$ cat src/rtl/lsu_pkg.sv
package lsu_pkg;

  typedef enum logic [3:0] {
    OP_AND  = 4'd0,
    OP_OR   = 4'd1,
    OP_XOR  = 4'd2,
    OP_SHL  = 4'd3,
    OP_SHR  = 4'd4,
    OP_RTL  = 4'd5,
    OP_RTR  = 4'd6,
    OP_INC  = 4'd7,
    OP_DEC  = 4'd8,
    OP_TEST = 4'd9,
    OP_SETB = 4'd10,
    OP_CLRB = 4'd11
  } op_e;

  typedef struct packed {
    logic n;
    logic v;
    logic z;
    logic c;
  } flags_t;

endpackage

$ cat src/rtl/lsu_core.sv
module lsu_core
  import lsu_pkg::*;
#(
  parameter int DATA_W = 16
) (
  input  logic [3:0]        op,
  input  logic              wide,
  input  logic              to_mem,
  input  logic [DATA_W-1:0] acc,
  input  logic [DATA_W-1:0] opnd,
  input  flags_t            fin,
  output logic [DATA_W-1:0] acc_nxt,
  output flags_t            fout,
  output logic              wr_en,
  output logic [DATA_W-1:0] wr_val
);

  localparam int BYTE_W = 8;
  localparam logic [DATA_W-1:0] BYTE_MASK = DATA_W'({BYTE_W{1'b1}});
  localparam logic [DATA_W-1:0] TOP_WIDE  = DATA_W'(1) << (DATA_W - 1);
  localparam logic [DATA_W-1:0] TOP_BYTE  = DATA_W'(1) << (BYTE_W - 1);

  logic [DATA_W-1:0] mask, src, res, tmp, top_one;
  logic              src_msb, upd_zn, acc_wr;
  op_e               opc;

  always_comb begin
    opc     = op_e'(op);
    mask    = wide ? '1 : BYTE_MASK;
    top_one = wide ? TOP_WIDE : TOP_BYTE;
    src     = (to_mem ? opnd : acc) & mask;
    src_msb = wide ? src[DATA_W-1] : src[BYTE_W-1];
    res     = src;
    tmp     = '0;
    fout    = fin;
    upd_zn  = 1'b0;
    acc_wr  = 1'b0;
    wr_en   = 1'b0;
    case (opc)
      OP_AND: begin res = acc & opnd & mask;    acc_wr = 1'b1; upd_zn = 1'b1; end
      OP_OR:  begin res = (acc | opnd) & mask;  acc_wr = 1'b1; upd_zn = 1'b1; end
      OP_XOR: begin res = (acc ^ opnd) & mask;  acc_wr = 1'b1; upd_zn = 1'b1; end
      OP_SHL: begin res = (src << 1) & mask; fout.c = src_msb; end
      OP_SHR: begin res = src >> 1;          fout.c = src[0];  end
      OP_RTL: begin res = ((src << 1) | DATA_W'(fin.c)) & mask; fout.c = src_msb; end
      OP_RTR: begin res = (src >> 1) | (fin.c ? top_one : '0);  fout.c = src[0];  end
      OP_INC: res = (src + DATA_W'(1)) & mask;
      OP_DEC: res = (src - DATA_W'(1)) & mask;
      OP_TEST: begin
        tmp    = opnd & mask;
        fout.n = wide ? tmp[DATA_W-1] : tmp[BYTE_W-1];
        fout.v = wide ? tmp[DATA_W-2] : tmp[BYTE_W-2];
        fout.z = ((acc & opnd & mask) == '0);
      end
      OP_SETB: begin
        res    = (opnd | acc) & mask;
        wr_en  = 1'b1;
        fout.z = ((acc & opnd & mask) == '0);
      end
      OP_CLRB: begin
        res    = opnd & ~acc & mask;
        wr_en  = 1'b1;
        fout.z = ((acc & opnd & mask) == '0);
      end
      default: ;
    endcase
    // read-modify-write group: shifts, rotates, increment, decrement
    if (opc inside {OP_SHL, OP_SHR, OP_RTL, OP_RTR, OP_INC, OP_DEC}) begin
      upd_zn = 1'b1;
      if (to_mem) wr_en  = 1'b1;
      else        acc_wr = 1'b1;
    end
    if (upd_zn) begin
      fout.z = (res == '0);
      fout.n = wide ? res[DATA_W-1] : res[BYTE_W-1];
    end
    acc_nxt = acc_wr ? ((acc & ~mask) | res) : acc;
    wr_val  = res;
  end

endmodule

$ cat src/rtl/lsu_wb_seq.sv
module lsu_wb_seq #(
  parameter int DATA_W = 16,
  parameter int LANES  = DATA_W / 8,
  parameter int OFF_W  = (LANES > 1) ? $clog2(LANES) : 1
) (
  input  logic              clk,
  input  logic              rst_n,
  input  logic              start,
  input  logic              wide,
  input  logic [DATA_W-1:0] val,
  output logic              busy,
  output logic              wr_valid,
  input  logic              wr_ready,
  output logic [OFF_W-1:0]  wr_offset,
  output logic [7:0]        wr_data
);

  localparam logic [OFF_W-1:0] LAST_LANE = OFF_W'(LANES - 1);

  logic [DATA_W-1:0] data_q;
  logic [OFF_W-1:0]  idx_q;
  logic              busy_q;

  always_ff @(posedge clk) begin
    if (!rst_n) begin
      busy_q <= 1'b0;
      idx_q  <= '0;
      data_q <= '0;
    end else if (start) begin
      busy_q <= 1'b1;
      data_q <= val;
      idx_q  <= wide ? LAST_LANE : '0;   // upper byte leaves first
    end else if (busy_q && wr_ready) begin
      if (idx_q == '0) busy_q <= 1'b0;
      else             idx_q  <= idx_q - OFF_W'(1);
    end
  end

  assign busy      = busy_q;
  assign wr_valid  = busy_q;
  assign wr_offset = idx_q;
  assign wr_data   = data_q[idx_q*8 +: 8];

  // a stalled beat holds its content
  p_hold_stall_r8: assert property (@(posedge clk) disable iff (!rst_n)
    (wr_valid && !wr_ready) |=> (wr_valid && $stable(wr_offset) && $stable(wr_data)));

  // a taken non-final beat is followed by the next lower offset
  p_desc_order_r7: assert property (@(posedge clk) disable iff (!rst_n)
    (wr_valid && wr_ready && wr_offset != '0) |=>
      (wr_valid && wr_offset == $past(wr_offset) - OFF_W'(1)));

  // the final beat at offset zero ends the stream
  p_last_beat_r7: assert property (@(posedge clk) disable iff (!rst_n)
    (wr_valid && wr_ready && wr_offset == '0 && !start) |=> !wr_valid);

endmodule

$ cat src/rtl/lsu_top.sv
module lsu_top
  import lsu_pkg::*;
#(
  parameter int DATA_W = 16,
  parameter int LANES  = DATA_W / 8,
  parameter int OFF_W  = (LANES > 1) ? $clog2(LANES) : 1
) (
  input  logic              clk,
  input  logic              rst_n,
  input  logic              req_valid,
  output logic              req_ready,
  input  logic [3:0]        req_op,
  input  logic              req_wide,
  input  logic              req_mem,
  input  logic [DATA_W-1:0] req_acc,
  input  logic [DATA_W-1:0] req_opnd,
  input  logic [3:0]        req_flags,
  output logic [DATA_W-1:0] acc_out,
  output logic [3:0]        flags_out,
  output logic              res_valid,
  output logic              wr_valid,
  input  logic              wr_ready,
  output logic [OFF_W-1:0]  wr_offset,
  output logic [7:0]        wr_data
);

  logic [DATA_W-1:0] acc_nxt, wr_val, acc_q;
  flags_t            f_nxt, f_q;
  logic              wr_en, busy, accept, rv_q;

  assign req_ready = !busy;
  assign accept    = req_valid && req_ready;

  lsu_core #(.DATA_W(DATA_W)) u_core (
    .op      (req_op),
    .wide    (req_wide),
    .to_mem  (req_mem),
    .acc     (req_acc),
    .opnd    (req_opnd),
    .fin     (flags_t'(req_flags)),
    .acc_nxt (acc_nxt),
    .fout    (f_nxt),
    .wr_en   (wr_en),
    .wr_val  (wr_val)
  );

  lsu_wb_seq #(.DATA_W(DATA_W), .LANES(LANES), .OFF_W(OFF_W)) u_seq (
    .clk       (clk),
    .rst_n     (rst_n),
    .start     (accept && wr_en),
    .wide      (req_wide),
    .val       (wr_val),
    .busy      (busy),
    .wr_valid  (wr_valid),
    .wr_ready  (wr_ready),
    .wr_offset (wr_offset),
    .wr_data   (wr_data)
  );

  always_ff @(posedge clk) begin
    if (!rst_n) begin
      acc_q <= '0;
      f_q   <= '0;
      rv_q  <= 1'b0;
    end else begin
      rv_q <= accept;
      if (accept) begin
        acc_q <= acc_nxt;
        f_q   <= f_nxt;
      end
    end
  end

  assign acc_out   = acc_q;
  assign flags_out = f_q;
  assign res_valid = rv_q;

  // no request is taken while bytes are pending
  p_busy_blocks_r8: assert property (@(posedge clk) disable iff (!rst_n)
    wr_valid |-> !req_ready);

  // bit test leaves the accumulator alone
  p_test_keeps_acc_r5: assert property (@(posedge clk) disable iff (!rst_n)
    (accept && req_op == 4'd9) |=> (acc_out == $past(req_acc) && !wr_valid));

  // increment and decrement pass carry and overflow
  p_incdec_cv_r4: assert property (@(posedge clk) disable iff (!rst_n)
    (accept && (req_op == 4'd7 || req_op == 4'd8)) |=>
      (flags_out[1:0] == $past(req_flags[1:0]) || 1'b0) && flags_out[2] == $past(req_flags[2]) ||
      (flags_out[0] == $past(req_flags[0]) && flags_out[2] == $past(req_flags[2])));

  // unused codes are a pass-through
  p_unused_pass_r10: assert property (@(posedge clk) disable iff (!rst_n)
    (accept && req_op >= 4'd12) |=>
      (flags_out == $past(req_flags) && acc_out == $past(req_acc) && !wr_valid));

  // logic ops on the accumulator start no write
  p_acc_no_write_r9: assert property (@(posedge clk) disable iff (!rst_n)
    (accept && req_op <= 4'd2) |=> !wr_valid);

  // result strobe lasts one cycle when no new request follows
  p_pulse_r12: assert property (@(posedge clk) disable iff (!rst_n)
    (res_valid && !$past(accept, 2)) |-> $past(accept));

endmodule

$ cat config.mk
export PLATFORM = sky130hd
export DESIGN_NAME = lsu_top
export DESIGN_NICKNAME = d
export VERILOG_FILES = /design/src/rtl/lsu_pkg.sv /design/src/rtl/lsu_core.sv /design/src/rtl/lsu_wb_seq.sv /design/src/rtl/lsu_top.sv
export SDC_FILE = /design/constraint.sdc
export NUM_CORES = 1
export LEC_CHECK = 0
export ABC_AREA = 1
export BUFFER_PORTS_ARGS = -buffer_cell sky130_fd_sc_hd__buf_2
export CAP_MARGIN = 20
export CORE_ASPECT_RATIO = 2
export CORE_UTILIZATION = 25
export DETAILED_ROUTE_END_ITERATION = 8
export PLACE_DENSITY = 0.47
export SYNTH_ARGS = -nofsm -noshare
export SYNTH_HDL_FRONTEND = slang
export SYNTH_HIERARCHICAL = 1
export SYNTH_SLANG_ARGS = --single-unit
$ cat constraint.sdc
create_clock -name clk -period 3.3 [get_ports clk]
set_input_delay 0.33 -clock clk [delete_from_list [all_inputs] [get_ports clk]]
set_output_delay 0.33 -clock clk [all_outputs]
set_load 0.02 [all_outputs]
After elaboration in Yosys (flattened, before gate mapping)

Index checks and enable logic that the tools add are counted.

Input port bits: 46
Register bits: 39

Add/subtract/negate cells: 3
Mux-type cells: 29
Reduce and logical (&&, ||, !) cells: 16
Bitwise gates (word level): 20
Shift operators: 1
Equality and inequality tests: 12

Operators with widths:

| cell                                                                  | number |
|---|---|
| 16-bit AND                                                            | 13 |
| 16-bit case mux with 10 select lines                                  | 1 |
| 16-bit two-way mux                                                    | 5 |
| 16-bit zero test                                                      | 2 |
| 16-bit inverter                                                       | 2 |
| 16-bit OR                                                             | 2 |
| 1-bit two-way mux                                                     | 21 |
| 16-bit by 1-bit adder with 16-bit output, second input constant       | 1 |
| 4-bit by 3-bit equality test with 1-bit output, second input constant | 4 |
| 4-bit equality test, second input constant                            | 4 |
| 15-bit by 16-bit OR with 16-bit output                                | 1 |
| 16-bit by 1-bit OR with 16-bit output                                 | 1 |
| 16-bit by 5-bit variable part select with 8-bit output                | 1 |
| 16-bit by 1-bit subtractor with 16-bit output, second input constant  | 1 |
| 16-bit XOR                                                            | 1 |
| 4-bit by 2-bit equality test with 1-bit output, second input constant | 2 |
| 2-bit OR reduction                                                    | 4 |
| 6-bit nonzero test                                                    | 1 |
| 3-bit OR reduction                                                    | 2 |
| 4-bit by 1-bit equality test with 1-bit output, second input constant | 1 |
| 4-bit zero test                                                       | 1 |
| 1-bit logical AND                                                     | 3 |
| 2-bit two-way mux                                                     | 1 |
| 2-bit by 1-bit != test with 1-bit output, second input constant       | 1 |
| 5 further kinds                                                       | 5 |

Longest topological paths before layout

Word-level depth: 8
Gate-level depth with buffers: 29
Gate-level depth less buffers: 28

Cells and area by module

The synthesis kept the hierarchy.

Modules (own cells, without submodules):

| module     | cells an instance | area an instance (um2) | times used |
|---|---|---|---|
| lsu_core   | 704               | 3,741.1                | 1 |
| lsu_top    | 137               | 900.9                  | 1 |
| lsu_wb_seq | 108               | 780.7                  | 1 |

Worst setup path after synthesis

OpenSTA, ideal clock, no wires.

Path type: in2reg
Start: input req_op[2]
End: register f_q (netlist bit flags_out[1])
Path buffers: 0
Data arrival time: 2,826 ps
Setup slack: 411 ps
Stages: 25
Required time: 3,236 ps
Library setup time: 64 ps
Cell sequence: inv_2 nand2_1 nor2_1 ha_1 a21oi_1 nand2_1 nand3_1 nand2_1 nand3_1 nand3_1 nand3_1 nand2_1 nand2_1 nand2_1 nand2_1 nand2_1 nand2_2 nand2_1 nor2_1 nand2_1 nand2_1 inv_1 nand3_1 nand2_1 nor2_1

RTL lines:

| item                 | line          | text |
|---|---|---|
| from (decl)          | lsu_top.sv:12 | `input logic [3:0] req_op,` |
| to (signal assigned) | lsu_top.sv:69 | `f_q <= f_nxt;` |
| to (decl)            | lsu_top.sv:28 | `flags_t f_nxt, f_q;` |

==> summary.md <==
| Metric | Value |
|---|---|
| Final Max Tran Viols | 0 |
| Core area | roughly 21,000 um2 |
| DRC viols | 0 |
| Yosys top cell area share | 0.179 |
| Min Tclk post-route | roughly 3.0 ns |
| Max IR drop VDD | 0.000303 V |
| Starting Density | 0.257 |
| Synth Area in XOR/XNOR | 0.00162 |
| Overflow after GRT | 0 |
| Clk network pwr share | 0.246 |
| Fillcell total | 2,468 |
| Post-Layout Cell Count | ~1,300 |
| Rel. slew slack | 0.542 |
| First-pass GRT wire length | around 34 mm |
| FP Rows | 75 |
| Leakage power | around 3.7 nW |
| Internal power | 0.00110 W |
| Largest family of logic cells by synthesized area | simple AND/OR/NAND/NOR gates |
| Seq pwr share | 0.285 |
| Post-Syn Instances | roughly 950 |
| Initial DRC Count | 314 |
| Sw power | approximately 0.00077 W |
| Antenna violations before repair | 0 |
| Mean Syn Cell Area | about 5.7 um2 |
| Drt via density | around 4.8 |
| Finish-stage setup viols | 0 |
| Maximum clock path buffer count | 2 |
| Via count | ~6,300 |
| Tot GR Track Use | 0.200 |
| Pre-Repair DR Iteration Count | 5 |
| Arrival time worst endpoint | between 3 and 4 ns |
| Commonest non-fill, non-tap cell in the layout | nand2_1 |
| Mapped Area | ~5400 um2 |
| Most common cell on crit path | nand2_1 |
| FF-to-FF Start | u_seq/busy |
| H-tree levels | 2 |
| Register area share after synthesis | 0.144 |
| Die width | about 110 um |
| PortBufs | between 70 and 80 |
| Clock Pin Slew Worst Setup and Hold Paths | around 0.06 ns |
| Routed length per instance | around 17 um |
| Num ports | 78 |
| Crit-path leading delay family | simple AND/OR/NAND/NOR gates |
| Asr flop ratio synth | 0 |
| Reg2reg path depth | 8 |
| WHS Endpoint | u_seq/wr_offset |
| Vias in the first global route | roughly 6,400 |
| Crit-path max cell delay | around 0.39 ns |
| Cell area after layout | approximately 6600 um2 |
| Chip Height | roughly 210 um |
| Leading area contributor after synthesis | nand2_1 |
| Crit Path Class | in2reg |
| Post-DP Area | between 6000 and 7000 um2 |
| Synth Area in Adders | 0.142 |
| Reg-to-Reg End | u_seq/data_q[12] |
| Nets@finish | 1,168 |
| Synth Area in Compound Gates | 0.157 |
| Cts hold-fix bufs | 0 |
| Fmax | ~340 MHz |
| Routed Antenna Nets | 0 |
| Status | finished clean |
| Final worst slack | around 0.32 ns |
| CTS buffer count | 5 |
| Syn_nets | 1,056 |
| Max Cap Viol | 0 |
| Hold Slack | 0.338 ns |
| Clk sinks | 39 |
| Area grow syn2layout | 21.3% |
| Setup Skew | about 0.0055 ns |
| Post-synth cell types | 48 |
| #FFs+latches synth | 39 |
| Share of layout cells above drive strength 1 | 0.200 |
| Worst Tran Pin Value | between 0.6 and 0.7 ns |
| Worst Path Max Fanout | 7 |
| Diode count | 0 |
| GPL Wtd Cong | 0.918 |
| Most frequent cells in the layout | nand2_1 (259), nor2_1 (149), inv_1 (121), buf_2 (77), nand3_1 (65) |
| CP endpoint kind | flip-flop |
| Hold crit path type | in2reg |
| CTS tree | built |
| Worst R2R Setup Slack | 1.74 ns |
| Critical path data required time | roughly 3.5 ns |
| Final core occ | 0.311 |
| CP max-delay cell | ha_2 |
| Min-delay src | wr_ready |
| Comb power frac | 0.469 |
| Final hold vios | 0 |
| Post-synthesis mux area share | 0.00208 |
| Post-synth EDFFs | 0 |
| Power per Cell Area | ~280 nW/um2 |
| Synth warnings | 6 |
| DIE AREA | roughly 22,000 um2 |
| Final HPWL DP | 18.8 mm |
| Final wirelength | approximately 22 mm |
| Clk Latency, worst-skew pair | between 0.2 and 0.3 ns |
| Switching Share | 0.413 |
| Post-route clock period utilization | 0.903 |
| RSZ-0062 raised after global routing | no |
| Worst Hold Depth | 4 |
| Largest cells by area after synthesis | nand2_1 (18%), dfxtp_1 (14%), ha_1 (14%), nor2_1 (10%), inv_1 (8.4%) |
| Ys flop type | dfxtp_1 |
| Simple-gate share of the synthesized area | 0.418 |
| Root Driver | clkbuf_16 |
| Crit path buffers/inverters | 6 |
| Setup slack at placement | -0.0751 ns |
| Largest net degree at the start of global routing | 40 |
| Cell count after placement | about 1,300 |
| Setup crit start kind | input port |
tightest hold or removal path, stage by stage:
cell and delay [ns]:
buf_2 0.09, nand2_1 0.05, nand2_1 0.06, a21oi_2 0.04
per-layer routing:
layer  GRT usage  vias to the layer above  routed length [um]
met5           0                        -                   0
met4       0.138                        0                1470
met3     0.00897                       63                 528
met2       0.400                      160               12300
met1       0.189                     2868                7910
li1            -                     3244                   -
per-stage QoR:
step,power [W],setup TNS (ns)
CTS,0.00189,0
detailed placement,0.00142,-0.103
finish,0.00187,0
floorplan,0.00108,0
global placement,0.00142,-0.170
global route,0.00200,0
flip-flops by register name, indices dropped and copies added (netlist names):
signal and flops:
u_seq/wr_offset 1, u_seq/busy 1, flags_out 4, res_valid 1
acc_out 16, u_seq/data_q 16
layout make-up:
class	instances	area [um2]	share of cell area
clock inverter	1	5.00	0.000761
inverter	136	520	0.0792
sequential	39	781	0.119
clock buffer	7	133	0.0202
tap	269	337	0.0512
timing repair buffer	137	861	0.131
multi-input combinational	742	3940	0.599
power by group through the flow:
stage                     sequential (W)  clock (W)  combinational [W]
final                           0.000533   0.000460           0.000878
after global routing            0.000537   0.000488           0.000979
after CTS                       0.000534   0.000475           0.000879
after detailed placement        0.000544          0           0.000875
after global placement          0.000543          0           0.000878
after floorplan                 0.000566          0           0.000513
synthesized netlist by cell type (4+ instances only):
master,count
buf_6,4
o21ai_0,41
clkbuf_1,9
nand2_2,19
o21ai_2,6
a211oi_1,7
nor3_1,12
o21ai_1,13
ha_1,60
inv_1,121
nor2_2,8
inv_2,14
buf_4,7
nand2_1,259
dfxtp_1,39
nand3b_1,4
buf_2,7
a21boi_0,4
o22ai_1,14
a21oi_1,35
nand4_1,8
nor2_1,149
or2_2,6
nand3_1,65
logic make-up (layout without fill, tap and decap cells):
| logic type | count (synthesis) | in the layout |
|---|---|---|
| fa+ha+maj | 61 | 61 |
| buf+inv | 168 | 281 |
| simple gates | 538 | 538 |
| flops | 39 | 39 |
| compound gates | 141 | 141 |
| xor+xnor | 1 | 1 |
| mux | 1 | 1 |
worst max path at each step:
stage / startpoint / end / slack [ns] / cells past startpoint
5_1_grt: req_mem / flags_out[1] / 0.009 / 27
6_report: req_op[2] / flags_out[3] / 0.32 / 27
3_3_place_gp: req_mem / flags_out[3] / -0.08 / 25
4_1_cts: req_mem / flags_out[3] / 0.21 / 25
3_5_place_dp: req_mem / flags_out[3] / -0.08 / 25
2_1_floorplan: req_op[2] / flags_out[1] / 0.41 / 25
timing repair:
action	4_1_cts	5_1_grt
resized for setup	0	7
setup buffers	0	0
endpoints found under the setup margin	0	4
Note: power is estimated with default switching activity, not from simulation.
